--- src/rtl/gpio_bank_pkg.sv ---
`timescale 1ns/1ps
package gpio_bank_pkg;

    localparam int BUS_W  = 32;
    localparam int ADDR_W = 12;
    localparam int HALF_W = 16;

    localparam logic [ADDR_W-1:0] OFS_MASK_LO = 12'h000;
    localparam logic [ADDR_W-1:0] OFS_MASK_HI = 12'h004;
    localparam logic [ADDR_W-1:0] OFS_DATA    = 12'h040;
    localparam logic [ADDR_W-1:0] OFS_DATA_RO = 12'h060;
    localparam logic [ADDR_W-1:0] OFS_DIR     = 12'h204;
    localparam logic [ADDR_W-1:0] OFS_OEN     = 12'h208;

    typedef enum logic [2:0] {
        REG_NONE,
        REG_MASK_LO,
        REG_MASK_HI,
        REG_DATA,
        REG_DATA_RO,
        REG_DIR,
        REG_OEN
    } reg_sel_e;

endpackage

--- src/rtl/gpio_bank_decode.sv ---
`timescale 1ns/1ps
module gpio_bank_decode
    import gpio_bank_pkg::*;
(
    input  logic [ADDR_W-1:0] addr,
    output reg_sel_e          kind
);
    always_comb begin
        unique case (addr)
            OFS_MASK_LO: kind = REG_MASK_LO;
            OFS_MASK_HI: kind = REG_MASK_HI;
            OFS_DATA:    kind = REG_DATA;
            OFS_DATA_RO: kind = REG_DATA_RO;
            OFS_DIR:     kind = REG_DIR;
            OFS_OEN:     kind = REG_OEN;
            default:     kind = REG_NONE;
        endcase
    end
endmodule

--- src/rtl/gpio_bank_sync.sv ---
`timescale 1ns/1ps
module gpio_bank_sync #(
    parameter int WIDTH  = 26,
    parameter int STAGES = 2
) (
    input  logic             clk,
    input  logic             rst_n,
    input  logic [WIDTH-1:0] async_in,
    output logic [WIDTH-1:0] sync_out
);
    logic [WIDTH-1:0] stage_q [STAGES];

    for (genvar s = 0; s < STAGES; s++) begin : g_stage
        always_ff @(posedge clk or negedge rst_n) begin
            if (!rst_n) begin
                stage_q[s] <= '0;
            end else if (s == 0) begin
                stage_q[s] <= async_in;
            end else begin
                stage_q[s] <= stage_q[(s > 0) ? s - 1 : 0];
            end
        end
    end

    assign sync_out = stage_q[STAGES-1];
endmodule

--- src/rtl/gpio_bank_data.sv ---
`timescale 1ns/1ps
module gpio_bank_data
    import gpio_bank_pkg::*;
#(
    parameter int PIN_COUNT = 26
) (
    input  logic                 clk,
    input  logic                 rst_n,
    input  logic                 wr_en,
    input  reg_sel_e             wr_kind,
    input  logic [BUS_W-1:0]     wdata,
    input  logic [PIN_COUNT-1:0] dir_q,
    input  logic [PIN_COUNT-1:0] sync_in,
    output logic [PIN_COUNT-1:0] data_q
);
    localparam int HI_W = PIN_COUNT - HALF_W;

    logic [PIN_COUNT-1:0] upd_en;
    logic [PIN_COUNT-1:0] upd_val;
    logic [PIN_COUNT-1:0] data_d;

    // Per-bit update enable and value for the three write flavours
    always_comb begin
        upd_en  = '0;
        upd_val = '0;
        if (wr_en) begin
            unique case (wr_kind)
                REG_DATA: begin
                    upd_en  = '1;
                    upd_val = wdata[PIN_COUNT-1:0];
                end
                REG_MASK_LO: begin
                    upd_en[HALF_W-1:0]  = ~wdata[BUS_W-1:HALF_W];
                    upd_val[HALF_W-1:0] = wdata[HALF_W-1:0];
                end
                REG_MASK_HI: begin
                    upd_en[PIN_COUNT-1:HALF_W]  = ~wdata[HALF_W +: HI_W];
                    upd_val[PIN_COUNT-1:HALF_W] = wdata[HI_W-1:0];
                end
                default: begin
                    upd_en  = '0;
                    upd_val = '0;
                end
            endcase
        end
    end

    // Output pins take software updates; input pins follow the synchronizer
    assign data_d = (dir_q & ((upd_en & upd_val) | (~upd_en & data_q)))
                  | (~dir_q & sync_in);

    always_ff @(posedge clk or negedge rst_n) begin
        if (!rst_n) data_q <= '0;
        else        data_q <= data_d;
    end
endmodule

--- src/rtl/gpio_bank.sv ---
`timescale 1ns/1ps
module gpio_bank
    import gpio_bank_pkg::*;
#(
    parameter int PIN_COUNT = 26
) (
    input  logic                 clk,
    input  logic                 rst_n,
    input  logic                 bus_sel,
    input  logic                 bus_we,
    input  logic [11:0]          bus_addr,
    input  logic [31:0]          bus_wdata,
    output logic [31:0]          bus_rdata,
    input  logic [PIN_COUNT-1:0] pad_in,
    output logic [PIN_COUNT-1:0] pad_out,
    output logic [PIN_COUNT-1:0] pad_oe
);
    reg_sel_e             acc_kind;
    logic                 wr_en;
    logic                 rd_en;
    logic [PIN_COUNT-1:0] dir_q;
    logic [PIN_COUNT-1:0] oen_q;
    logic [PIN_COUNT-1:0] data_q;
    logic [PIN_COUNT-1:0] sync_q;
    logic [BUS_W-1:0]     rd_mux;

    assign wr_en = bus_sel &  bus_we;
    assign rd_en = bus_sel & ~bus_we;

    gpio_bank_decode u_decode (
        .addr (bus_addr),
        .kind (acc_kind)
    );

    gpio_bank_sync #(.WIDTH(PIN_COUNT), .STAGES(2)) u_sync (
        .clk      (clk),
        .rst_n    (rst_n),
        .async_in (pad_in),
        .sync_out (sync_q)
    );

    gpio_bank_data #(.PIN_COUNT(PIN_COUNT)) u_data (
        .clk     (clk),
        .rst_n   (rst_n),
        .wr_en   (wr_en),
        .wr_kind (acc_kind),
        .wdata   (bus_wdata),
        .dir_q   (dir_q),
        .sync_in (sync_q),
        .data_q  (data_q)
    );

    always_ff @(posedge clk or negedge rst_n) begin
        if (!rst_n) begin
            dir_q <= '0;
            oen_q <= '0;
        end else if (wr_en) begin
            if (acc_kind == REG_DIR) dir_q <= bus_wdata[PIN_COUNT-1:0];
            if (acc_kind == REG_OEN) oen_q <= bus_wdata[PIN_COUNT-1:0];
        end
    end

    always_comb begin
        unique case (acc_kind)
            REG_DATA, REG_DATA_RO: rd_mux = BUS_W'(data_q);
            REG_DIR:               rd_mux = BUS_W'(dir_q);
            REG_OEN:               rd_mux = BUS_W'(oen_q);
            default:               rd_mux = '0;
        endcase
    end

    always_ff @(posedge clk or negedge rst_n) begin
        if (!rst_n)     bus_rdata <= '0;
        else if (rd_en) bus_rdata <= rd_mux;
    end

    assign pad_out = data_q & dir_q & oen_q;
    assign pad_oe  = oen_q;
endmodule

--- config.mk ---
export PLATFORM = sky130hd
export DESIGN_NAME = gpio_bank
export DESIGN_NICKNAME = d
export VERILOG_FILES = /design/src/rtl/gpio_bank_pkg.sv /design/src/rtl/gpio_bank_decode.sv /design/src/rtl/gpio_bank_sync.sv /design/src/rtl/gpio_bank_data.sv /design/src/rtl/gpio_bank.sv
export SDC_FILE = /design/constraint.sdc
export NUM_CORES = 1
export LEC_CHECK = 0
export BUFFER_PORTS_ARGS = -buffer_cell sky130_fd_sc_hd__buf_2
export CORE_UTILIZATION = 55
export DETAILED_ROUTE_END_ITERATION = 6
export GPL_ROUTABILITY_DRIVEN = 0
export HOLD_SLACK_MARGIN = 0.06
export PLACE_DENSITY = 0.8
export SLEW_MARGIN = 20
export SYNTH_ARGS = -nofsm -noshare
export SYNTH_HDL_FRONTEND = slang
export SYNTH_HIERARCHICAL = 1
export SYNTH_SLANG_ARGS = --single-unit
export TNS_END_PERCENT = 20
--- constraint.sdc ---
create_clock -name clk -period 1.1 [get_ports clk]
set_input_delay 0.11 -clock clk [delete_from_list [all_inputs] [get_ports clk]]
set_output_delay 0.11 -clock clk [all_outputs]
set_load 0.02 [all_outputs]
==> results.cfg, run 1 <==
[die]
core_area_mm2 = 0.0132
floorplan.initialDensity_pct = 56.1
die_area_mm2 = 0.0139
vertical_die_dimension_um = 118
die_w_um = 118
row_count = 42
pin_count = 158

[detailed_routing]
detailedRoute.firstIterationViolations = 600
ant_nets_after_route = 0
drt_first_pass_iters = 5
postRouteWirelength_mm = 24.8
drcViolationCount = 0
route.vias.total = 6496
via_per_inst = 6.42
drt-wirelength-per-cell_um = 24.5

[cells_and_area]
most-common-layout-cells = sky130_fd_sc_hd__dfrtp_1 (144), sky130_fd_sc_hd__buf_2 (101), sky130_fd_sc_hd__buf_6 (55)
filler_cell_count = 653
design.final.nets = 897
area_growth_pct = 44.7
seqCellArea_mm2 = 0.00392
area_occupied_by_multi_input_gates_mm2 = 0.00335
insertedDiodeCount = 0
commonest_non_fill_non_tap_cell_in_the_layout = sky130_fd_sc_hd__dfrtp_1
finalInstanceArea_mm2 = 0.0107
post_route_cells_drive_above_1_share_pct = 44.7

[critical_path]
worst_path_largest_cell_delay_ns = 0.31
cp_max_fo = 7
timing.critical_path.cells = buf_6, nor4b_4, nand3b_1, buf_4, a21oi_4, buf_6, buf_6, nand3b_1, a21oi_4, buf_12, clkbuf_16, a22o_1
critical_path.reg2reg.endpoint = bus_rdata[4]$_DFFE_PN0P_
end_kind = register
slowest_stage = sky130_fd_sc_hd__nor4b_4
cp_buf_inv_count = 6
cp.arrival_ns = 2.21
r2r_setup_slack_ns = -0.04
reg2reg_from = dir_q[4]$_DFFE_PN0P_
path_class = in2reg
timing.critical_path.required_ns = 1.48
critical_path.top_delay_family = buffers and inverters
ff2ff_path_depth = 3
start_kind = input pin
path_common_cell = sky130_fd_sc_hd__buf_6

[worst_hold_path]
worst_min_path_class = in2reg
min_path_cells = 4
hp-start = bus_wdata[28]

[status]
failed_checks = negative setup slack
run_status = complete, but fails checks

[global_routing]
grt_overflow = 0
track_usage_pct = 31.8
via_count_of_the_first_global_routing_pass = 6175
wire_length_of_the_first_global_routing_pass_mm = 33.6
grt_antenna_before_repair = 0
grt_max_degree = 41

[cts]
tritoncts.num_buffers = 17
tritoncts_num_sinks = 156
clk_pin_slew_worst_paths_ns = 0.07
clk_root_buffer_cell = sky130_fd_sc_hd__clkbuf_16
clock_tree.htree_level_count = 4
clk-insertion-delay-late_ns = 0.45
cts_tree = done
cts_max_path_buffers = 2

[timing]
fin_hold_ws_ns = 0.0781
final.setup.tns_ns = -72.04
setup_viol_count_final = 174
rsz0062_at_grt = yes
finClkSkew_ns = 0.0140
final_hold_viol_count = 0
final_critical_path_setup_slack_ns = -0.728
fin_crit_ns = 1.83
timing_max_transition_violations_final = 0
fin_crit_sh_pct = 166
max_clock_freq_mhz = 547

[yosys]
syn_avg_cell_area_um2 = 12.5
synth_area_leaders = sky130_fd_sc_hd__dfrtp_1 (53%), sky130_fd_sc_hd__nand4b_1 (6.2%), sky130_fd_sc_hd__mux2i_1 (5.7%)
postSynth.topFlopCell = sky130_fd_sc_hd__dfrtp_1
ys_types = 41
syn_inst = 590
synth-seq-cells = 156
synth_edf_count = 0
yosysWarningCount = 6
synth.cell_area_mm2 = 0.00740
synth_largest_type_area_fraction_pct = 52.8
netlist.top_cell.by_area = sky130_fd_sc_hd__dfrtp_1
synth_sequential_area_ratio_pct = 52.8
share_of_synthesized_registers_carrying_an_async_set_or_reset_pct = 100

[power]
max_ir_drop_vdd_mv = 1.25
power.density_cell_area_mw_per_mm2 = 1190
power.static_leakage_nw = 4.96

[placement]
hpwlAfterDp_mm = 12.6
dpl_cell_area_mm2 = 0.00855
port-buffer-count = 151
post-place-ws_ns = -1.01

[job]
drv_cap = 0
Yosys cell counts, types with 9 or more instances:
| master | count |
|---|---|
| sky130_fd_sc_hd__a211o_1 | 10 |
| sky130_fd_sc_hd__a21oi_1 | 45 |
| sky130_fd_sc_hd__a22o_1 | 26 |
| sky130_fd_sc_hd__a31o_1 | 9 |
| sky130_fd_sc_hd__and3_1 | 26 |
| sky130_fd_sc_hd__buf_4 | 37 |
| sky130_fd_sc_hd__buf_6 | 10 |
| sky130_fd_sc_hd__clkbuf_1 | 16 |
| sky130_fd_sc_hd__dfrtp_1 | 156 |
| sky130_fd_sc_hd__inv_1 | 11 |
| sky130_fd_sc_hd__mux2_2 | 32 |
| sky130_fd_sc_hd__mux2_4 | 20 |
| sky130_fd_sc_hd__mux2i_1 | 42 |
| sky130_fd_sc_hd__nand4b_1 | 52 |
| sky130_fd_sc_hd__nor2_1 | 18 |
| sky130_fd_sc_hd__nor2b_1 | 9 |
| sky130_fd_sc_hd__o211ai_1 | 27 |
| sky130_fd_sc_hd__o21bai_1 | 9 |
cell type report:
| type | count | share of cell area [%] |
|---|---|---|
| Sequential cell | 156 | 36.6 |
| Multi-Input combinational cell | 356 | 31.3 |
| Timing Repair Buffer | 280 | 24.1 |
| Clock buffer | 21 | 4.39 |
| Tap cell | 176 | 2.06 |
| Clock inverter | 11 | 1.09 |
| Inverter | 12 | 0.468 |
per-layer routing:
metal | GRT usage, % | routed length [µm] | share of wire [%]
met1 | 40.2 | 9080 | 37
met2 | 50.7 | 12000 | 48
met3 | 6.59 | 2400 | 9.7
met4 | 18.6 | 1350 | 5.5
met5 | 0 | 0 | 0
per-stage QoR:
stage / utilization (%) / std cells / power, W
6_report: 81.2 / 1012 / 0.0128
5_1_grt: 81.2 / 1012 / 0.0131
4_1_cts: 77.2 / 994 / 0.0126
3_5_place_dp: 64.8 / 900 / 0.00666
3_3_place_gp: 64.8 / 900 / 0.00662
2_1_floorplan: - / 595 / 0.00630
logic make-up after synthesis:
family                    Yosys count  share of synthesized area, %
and+or+nand+nor                   124                          12.5
xor gates and xnor gates            2                         0.237
muxes                              94                          14.6
DFF                               156                          52.8
buffers and inverters              83                          7.31
other                               1                        0.0507
AOI/OAI and AO/OA                 130                          12.5
worst min-delay path, cell delays in order:
cell and delay, ns:
sky130_fd_sc_hd__buf_2 0.10, sky130_fd_sc_hd__a21oi_4 0.05, sky130_fd_sc_hd__mux2i_1 0.13, sky130_fd_sc_hd__a21oi_1 0.08
report_power, final:
group / internal (W) / total [W] / switching (W)
combinational: 0.000393 / 0.000844 / 0.000452
clock: 0.00350 / 0.00596 / 0.00246
sequential: 0.00588 / 0.00598 / 0.0000986
total: 0.00978 / 0.0128 / 0.00301
repair_timing:
action                                  in CTS  in global routing
pin swaps                                   35                 24
endpoints found under the hold margin      239                  0
gates resized for setup                     87                 98
hold buffers                                53                  0
endpoints found under the setup margin     173                182
gates cloned                                 3                  5
setup buffers                                6                 14
how the worst max path moves through the flow:
| stage | slack, ns | to | startpoint | depth (start not counted) |
|---|---|---|---|---|
| floorplan | -0.68 | dir_q[0]$_DFFE_PN0P_ | bus_addr[9] | 8 |
| detailed placement | -1.01 | bus_rdata[19]$_DFFE_PN0P_ | bus_addr[9] | 9 |
| global route | -0.78 | bus_rdata[22]$_DFFE_PN0P_ | bus_addr[9] | 12 |
| finish | -0.73 | bus_rdata[22]$_DFFE_PN0P_ | bus_addr[9] | 12 |
| CTS | -0.52 | bus_rdata[12]$_DFFE_PN0P_ | bus_addr[1] | 9 |
| global placement | -0.90 | bus_rdata[20]$_DFFE_PN0P_ | bus_addr[9] | 9 |
Power figures use the tool's default switching activity.
==> run 2: changes to the inputs <==
--- a/config.mk
+++ b/config.mk
@@ -6,11 +6,14 @@
 export NUM_CORES = 1
 export LEC_CHECK = 0
 export BUFFER_PORTS_ARGS = -buffer_cell sky130_fd_sc_hd__buf_2
-export CORE_UTILIZATION = 55
+export CELL_PAD_IN_SITES_DETAIL_PLACEMENT = 0
+export CELL_PAD_IN_SITES_GLOBAL_PLACEMENT = 1
+export CORE_MARGIN = 2
+export CORE_UTILIZATION = 44
 export DETAILED_ROUTE_END_ITERATION = 6
 export GPL_ROUTABILITY_DRIVEN = 0
 export HOLD_SLACK_MARGIN = 0.06
-export PLACE_DENSITY = 0.8
+export PLACE_DENSITY_LB_ADDON = 0.1
 export SLEW_MARGIN = 20
 export SYNTH_ARGS = -nofsm -noshare
 export SYNTH_HDL_FRONTEND = slang
==> run 2 against run 1 <==
  * The run still ends with negative setup slack left
  * Non-clock buffer count shrank 11
  * Sequential cell count is the same
  * Via count shrank 12%
  * Sequential share of layout area grew 0.67 points
  * Fmax grew 11%
  * Largest power group unchanged
==> results.cfg, run 2 (synthesis results as in run 1) <==
[worst_hold_path]
worst_min_path_class = in2reg

[timing]
final_critical_path_setup_slack_ns = -0.554
rsz0062_at_grt = yes
setup_viol_count_final = 156
final_hold_viol_count = 0
timing_max_transition_violations_final = 0
finClkSkew_ns = 0.00883
max_clock_freq_mhz = 605
fin_hold_ws_ns = 0.0765
fin_crit_sh_pct = 150
fin_crit_ns = 1.65

[cts]
clk-insertion-delay-late_ns = 0.43
cts_tree = done
clock_tree.htree_level_count = 4
cts_max_path_buffers = 2
clk_pin_slew_worst_paths_ns = 0.07
tritoncts_num_sinks = 156
tritoncts.num_buffers = 17
clk_root_buffer_cell = sky130_fd_sc_hd__clkbuf_16

[cells_and_area]
final-instance-count-excl-fill = 1045
area_growth_pct = 41.7
post_route_cells_drive_above_1_share_pct = 41.2
design.final.nets = 886
most-common-layout-cells = sky130_fd_sc_hd__dfrtp_1 (153), sky130_fd_sc_hd__buf_2 (112), sky130_fd_sc_hd__dlygate4sd3_1 (53)
seqCellArea_mm2 = 0.00391
area_occupied_by_multi_input_gates_mm2 = 0.00327
filler_cell_count = 1311
insertedDiodeCount = 0
commonest_non_fill_non_tap_cell_in_the_layout = sky130_fd_sc_hd__dfrtp_1

[placement]
port-buffer-count = 151
hpwlAfterDp_mm = 13.0
post-place-ws_ns = -0.989
dp_cells = 942

[global_routing]
grt_antenna_before_repair = 0
via_count_of_the_first_global_routing_pass = 5703
track_usage_pct = 22.6
grt_overflow = 0
grt_max_degree = 34
wire_length_of_the_first_global_routing_pass_mm = 31.0

[die]
core_area_mm2 = 0.0165
floorplan.initialDensity_pct = 44.8
die_w_um = 134
row_count = 47
die_area_mm2 = 0.0179
pin_count = 158
vertical_die_dimension_um = 134

[detailed_routing]
drt-wirelength-per-cell_um = 19.8
detailedRoute.firstIterationViolations = 306
ant_nets_after_route = 0
via_per_inst = 5.48
postRouteWirelength_mm = 20.7
drcViolationCount = 0
drt_first_pass_iters = 5
route.vias.total = 5731

[job]
drv_cap = 0

[critical_path]
path_common_cell = sky130_fd_sc_hd__buf_12
end_kind = register
cp.arrival_ns = 1.95
cp_buf_inv_count = 4
critical_path.top_delay_family = simple AND/OR/NAND/NOR gates
timing.critical_path.cells = buf_8, nor4b_4, nand3b_1, a21oi_4, buf_12, buf_4, nand3b_4, buf_12, a21oi_2, mux2i_1, a21oi_1
path_class = in2reg
slowest_stage = sky130_fd_sc_hd__nor4b_4
start_kind = input pin
timing.critical_path.required_ns = 1.40
worst_path_largest_cell_delay_ns = 0.29
cp_max_fo = 7

[power]
report.power.total_w = 0.0127
max_ir_drop_vdd_mv = 1.11
power.static_leakage_nw = 4.90
power.density_cell_area_mw_per_mm2 = 1210

[status]
run_status = complete, but fails checks
failed_checks = negative setup slack
[run 2: changes by cell type in the layout (fill, tap and decap cells not counted), moves of 9 or more]
cell,before,now
sky130_fd_sc_hd__mux2_2,24,3
sky130_fd_sc_hd__dfrtp_2,12,3
sky130_fd_sc_hd__dfrtp_1,144,153
sky130_fd_sc_hd__buf_2,101,112
sky130_fd_sc_hd__buf_6,55,37
sky130_fd_sc_hd__mux2_4,28,49
sky130_fd_sc_hd__a21oi_4,16,7
[run 2: area by class of cell]
| cell class | instances | area share (%) |
|---|---|---|
| repair buffers | 269 | 22.8 |
| multi-input cells | 356 | 31.2 |
| inverters | 12 | 0.477 |
| well taps | 220 | 2.63 |
| flip-flops and latches | 156 | 37.3 |
| clock buffers | 18 | 4.09 |
| clock inverters | 14 | 1.53 |
[run 2: power breakdown]
part	internal (W)	switching [W]
Clock	0.00339	0.00253
Combinational	0.000387	0.000403
Sequential	0.00588	0.0000781
Total	0.00966	0.00301
[run 2: per-stage QoR]
| stage | setup TNS (ns) | utilization (%) | cell area, µm² |
|---|---|---|---|
| 2_1_floorplan | -62.15 | - | 7460 |
| 3_3_place_gp | -89.13 | 52.0 | 8590 |
| 3_5_place_dp | -95.39 | 52.0 | 8590 |
| 4_1_cts | -49.21 | 61.1 | 10100 |
| 5_1_grt | -61.56 | 63.4 | 10500 |
| 6_report | -53.89 | 63.4 | 10500 |
[run 2: layer usage]
layer / routed length (µm) / share of wire (%) / GRT usage [%]
met2: 9990 / 48 / 36.5
met3: 991 / 4.8 / 4.26
met4: 363 / 1.8 / 7.45
met5: 0 / 0 / 0
met1: 9390 / 45 / 31.0
[run 2: final timing paths]
kind | start | depth (start not counted) | slack (ns) | endpoint
worst max-delay path | bus_addr[3] | 11 | -0.55 | register
worst min-delay path | bus_wdata[29] | 4 | 0.08 | register
worst max register to register | dir_q[1]$_DFFE_PN0P_ | 3 | 0.08 | bus_rdata[1]$_DFFE_PN0P_
worst min register to register | u_sync/stage_q[44]$_DFF_PN0_ | 0 | 0.35 | u_sync/sync_out[18]$_DFF_PN0_
max in group asynchronous | rst_n | 3 | 0.44 | dir_q[15]$_DFFE_PN0P_
min in group asynchronous | rst_n | 2 | 0.12 | asynchronous set/reset pin
[run 2: repair_timing]
item,in CTS,in global routing
cloned,1,5
hold buffers,53,0
hold endpoints to repair,246,0
endpoints found under the setup margin,167,180
gates resized for setup,80,66
setup buffers,6,9
pin swaps,23,38
[run 2: tightest hold or removal path, stage by stage]
cell,delay [ns]
sky130_fd_sc_hd__buf_2,0.09
sky130_fd_sc_hd__a21oi_2,0.05
sky130_fd_sc_hd__mux2i_1,0.13
sky130_fd_sc_hd__a21oi_1,0.07
